<file path="config.mk">
export PLATFORM = sky130hd
export DESIGN_NAME = supply_good_monitor
export DESIGN_NICKNAME = d
export VERILOG_FILES = /design/src/rtl/supply_good_monitor.sv
export SDC_FILE = /design/constraint.sdc
export NUM_CORES = 1
export LEC_CHECK = 0
export ABC_AREA = 1
export CAP_MARGIN = 20
export CORE_AREA = 5 5 56 58
export CTS_BUF_LIST = sky130_fd_sc_hd__clkbuf_8
export DETAILED_ROUTE_END_ITERATION = 8
export DIE_AREA = 0 0 61 63
export DONT_BUFFER_PORTS = 1
export GPL_TIMING_DRIVEN = 0
export SYNTH_ARGS = -nofsm -noshare
export SYNTH_HDL_FRONTEND = slang
export SYNTH_SLANG_ARGS = --single-unit
</file>
<file path="constraint.sdc">
create_clock -name clk -period 2.9 [get_ports clk]
set_clock_uncertainty 0.15 [all_clocks]
set_input_delay 0.435 -clock clk [delete_from_list [all_inputs] [get_ports clk]]
set_output_delay 0.435 -clock clk [all_outputs]
set_load 0.01 [all_outputs]
</file>
<file path="src/rtl/supply_good_monitor.sv">
module supply_good_monitor #(
  parameter int CLK_HZ  = 100_000_000,
  parameter int FALL_MS = 1,
  parameter int RISE_MS = 6
) (
  input  logic clk,
  input  logic rst_n,
  input  logic below_warn_i,
  input  logic below_floor_i,
  input  logic above_restart_i,
  output logic chan_ok_o,
  output logic running_o
);

  localparam int FALL_CYC = FALL_MS * (CLK_HZ / 1000);
  localparam int RISE_CYC = RISE_MS * (CLK_HZ / 1000);
  localparam int MAX_CYC  = (FALL_CYC > RISE_CYC) ? FALL_CYC : RISE_CYC;
  localparam int CW       = (MAX_CYC > 1) ? $clog2(MAX_CYC) : 1;
  localparam logic [CW-1:0] FALL_LAST = CW'(FALL_CYC - 1);
  localparam logic [CW-1:0] RISE_LAST = CW'(RISE_CYC - 1);

  typedef enum logic [2:0] {ST_OFF, ST_RISE, ST_OK, ST_FALL, ST_LOW} st_t;

  st_t           st, st_nx;
  logic [CW-1:0] cnt, cnt_nx;

  initial begin

    delay_param_chk: assert (FALL_CYC >= 1 && RISE_CYC >= 1)
      else $error("delay parameters give zero cycles");
  end

  always_comb begin
    st_nx  = st;
    cnt_nx = '0;
    if (below_floor_i) begin
      st_nx = ST_OFF;
    end else begin
      unique case (st)
        ST_OFF:  if (above_restart_i) st_nx = ST_RISE;
        ST_RISE: if (below_warn_i)        st_nx = ST_LOW;
                 else if (cnt == RISE_LAST) st_nx = ST_OK;
                 else                       cnt_nx = cnt + 1'b1;
        ST_OK:   if (below_warn_i) st_nx = ST_FALL;
        ST_FALL: if (!below_warn_i)       st_nx = ST_OK;
                 else if (cnt == FALL_LAST) st_nx = ST_LOW;
                 else                       cnt_nx = cnt + 1'b1;
        ST_LOW:  if (!below_warn_i) st_nx = ST_RISE;
        default: st_nx = ST_OFF;
      endcase
    end
  end

  always_ff @(posedge clk) begin
    if (!rst_n) begin
      st  <= ST_OFF;
      cnt <= '0;
    end else begin
      st  <= st_nx;
      cnt <= cnt_nx;
    end
  end

  assign chan_ok_o = (st == ST_OK) || (st == ST_FALL);
  assign running_o = (st != ST_OFF);


  ok_needs_run_chk: assert property (@(posedge clk) disable iff (!rst_n)
    chan_ok_o |-> running_o);


  floor_stops_chk: assert property (@(posedge clk) disable iff (!rst_n)
    below_floor_i |=> (!running_o && !chan_ok_o));


  restart_only_chk: assert property (@(posedge clk) disable iff (!rst_n)
    $rose(running_o) |-> $past(above_restart_i));


  rise_clean_chk: assert property (@(posedge clk) disable iff (!rst_n)
    $rose(chan_ok_o) |-> !$past(below_warn_i));


  fall_cause_chk: assert property (@(posedge clk) disable iff (!rst_n)
    ($fell(chan_ok_o) && running_o) |-> $past(below_warn_i));


  timer_range_chk: assert property (@(posedge clk) disable iff (!rst_n)
    (st == ST_RISE) |-> (cnt <= RISE_LAST));

endmodule

</file>
==> impl_metrics.toml <==
[yosys]
synth_ff_type = "dfxtp_1"
ys_warn_count = 0
synth.top_cell.area_share = 0.372
synth_nets = 194
syn_avg_cell_area_um2 = 6.58
synth_area_leaders = "dfxtp_1 37%, nor2_1 16%, nand2_1 10%"
yosysTopAreaCell = "dfxtp_1"
seq_area_frac_synth = 0.372
synth_cells = 188
netlist_area_mm2 = 0.00124
synth_edf_count = 0
synth_cell_type_count = 22
synthArstFlopShare = 0
synth.ff_latch_count = 23

[job]
drv_cap = 0

[clock_tree]
cts_buffers = 3
cts_tree = "yes"
postCtsSetupBuffers = 0
ctsHoldBuffers = 0
path_clk_slew_ps = 90
clkLatencyLatePin_ps = 270
cts_max_level = 1
root_buffer = "clkbuf_8"
post_cts_resized = 0
clock_path_buffers = 2
cts.sinks = 23

[power]
internal-power_uw = 426
power.share.clock = 0.354
peakVddDrop_mv = 0.253
comb_power_share = 0.069
p_sw_uw = 134
swShare = 0.240
leakage_uw = 0.000486
seq_power_share = 0.577
p_per_area_mw_per_mm2 = 424

[floorplan]
die_width_um = 61
die_y_um = 63
core_area_mm2 = 0.00262
initial_core_util = 0.473
row_count = 19
ios = 7
die-area_mm2 = 0.00384

[route]
routedWlPerCell_um = 11.4
via_per_inst = 5.24
dr.pass1.iters = 4
ant_nets = 0
dr_total_vias = 1168
wl_mm = 2.54
drc = 0
drt_iter0_markers = 111

[global_route]
grt_pass1_vias = 1085
grt_pass1_wl_mm = 4.61
grt_overflow = 0
grt_max_degree = 13
track_usage = 0.151
antenna_found_initial = 0

[worst_setup_path]
start_kind = "flop"
cp_cell_sequence = "ha_1 -> inv_1 -> nor3_2 -> nand3_1 -> nand2_2 -> nand2_2 -> nand2_4 -> buf_6 -> nor2_1"
worst_ep_required_time_ps = 2910
startpoint = "cnt[0]"
path_buf_inv = 2
endpoint_kind = "flop"
reg2reg_from = "cnt[0]"
critPathMaxFanout = 10
crit_family = "simple AND/OR/NAND/NOR gates"
slowest_delay_ps = 360
crit_top_cell = "nand2_2"
slowest_stage = "dfxtp_1"
cp_data_arrival_time_ps = 1890
crit_type = "reg -> reg"

[placed_design]
place_ws_ps = 1020
dp_hpwl_mm = 1.95
gp_congestion = 0.815
placed_cell_area_mm2 = 0.00128
portBuffers = 0

[cells_and_area]
fillers = 291
num-nets-final = 199
stdcell_area_mm2 = 0.00132
syn2layout_area_growth_pct = 6.77
drive_gt1_frac = 0.0573
antenna_cells = 0
fin_util = 0.505

[status]
status = "finished, final reports clean"

[sta]
fin_setup_tns_ps = 0
timing.hold.ws_ps = 194
drv_slew = 0
setup_viol = 0
fmax_mhz = 532
finalHoldViolations = 0
timing.final.crit_share = 0.648
finalCriticalPeriod_ps = 1880
fin_ws_ps = 1020
rsz0062_at_grt = "false"
relSlewSlack = 0.701
worstMarginPinSlew_ps = 445

[min_path]
min_path_type = "in -> reg"
worstHoldStart = "below_floor_i"
logic make-up (layout without fill, tap and decap cells):
family,Yosys count,after routing,share of synthesized area
compound gates,6,6,0.0263
xor+xnor,9,9,0.0637
fa+ha+maj,1,1,0.0101
buf+inv,21,25,0.0698
flops,23,23,0.372
simple gates,128,128,0.458
power by group through the flow:
stage               logic, uW  clock network [uW]  registers [uW]
finish                   38.6                 199             323
global route             46.0                 218             324
global placement         37.5                   0             330
detailed placement       38.4                   0             331
CTS                      38.5                 206             323
floorplan                32.6                   0             330
cells in the mapped netlist, types with 2 or more instances:
cell	n
nor2_1	53
nand2_1	33
dfxtp_1	23
inv_1	19
nor3_1	14
nand3_1	12
nand4_1	8
xor2_1	6
xnor2_1	3
a21oi_1	2
a31oi_1	2
nand2_2	2
o21ai_0	2
state kept, by name, summed over array words and instances, names as in the netlist:
| register | count |
|---|---|
| cnt | 20 |
| st | 3 |
final timing paths:
kind              cells past startpoint      to  slack [ps]
setup reg to reg                      9  cnt[9]        1020
hold reg to reg                       1  cnt[0]         300
hold / removal                        3   st[2]         190
setup / recovery                      9  cnt[9]        1020
per-stage QoR:
step,std cells,total power (uW)
6_report,223,561
5_1_grt,223,588
4_1_cts,223,568
3_5_place_dp,219,369
3_3_place_gp,219,368
2_1_floorplan,188,362
layout by cell type, fill, tap and decap left out, types with 2 or more instances in the layout:
cell,Yosys,final
nand3_1,12,12
a31oi_1,2,2
xor2_1,6,6
dfxtp_1,23,23
nand2_2,2,2
clkbuf_8,0,3
a21oi_1,2,2
nor2_1,53,53
nor3_1,14,14
o21ai_0,2,2
nand2_1,33,33
inv_1,19,20
xnor2_1,3,3
nand4_1,8,8
metal layers:
layer | wire length [um] | global-route usage
met1 | 1180 | 0.211
met5 | 0 | 0
met4 | 28 | 0.0407
met3 | 92 | 0.0248
met2 | 1240 | 0.235
worst reg2reg max path, stage by stage (launching register included):
cell and delay (ps):
dfxtp_1 360, ha_1 270, inv_1 70, nor3_2 250, nand3_1 140, nand2_2 110, nand2_2 80, nand2_4 130
buf_6 160, nor2_1 50
area by class of cell:
cell class | count | area [um2] | share of cell area
Sequential cell | 23 | 460 | 0.348
Multi-Input combinational cell | 144 | 691 | 0.523
Clock inverter | 1 | 3.75 | 0.00284
Clock buffer | 3 | 41.3 | 0.0312
Buffer | 1 | 11.3 | 0.00852
Inverter | 20 | 75.1 | 0.0568
Tap cell | 31 | 38.8 | 0.0294
Note: power is estimated with default switching activity, not from simulation.
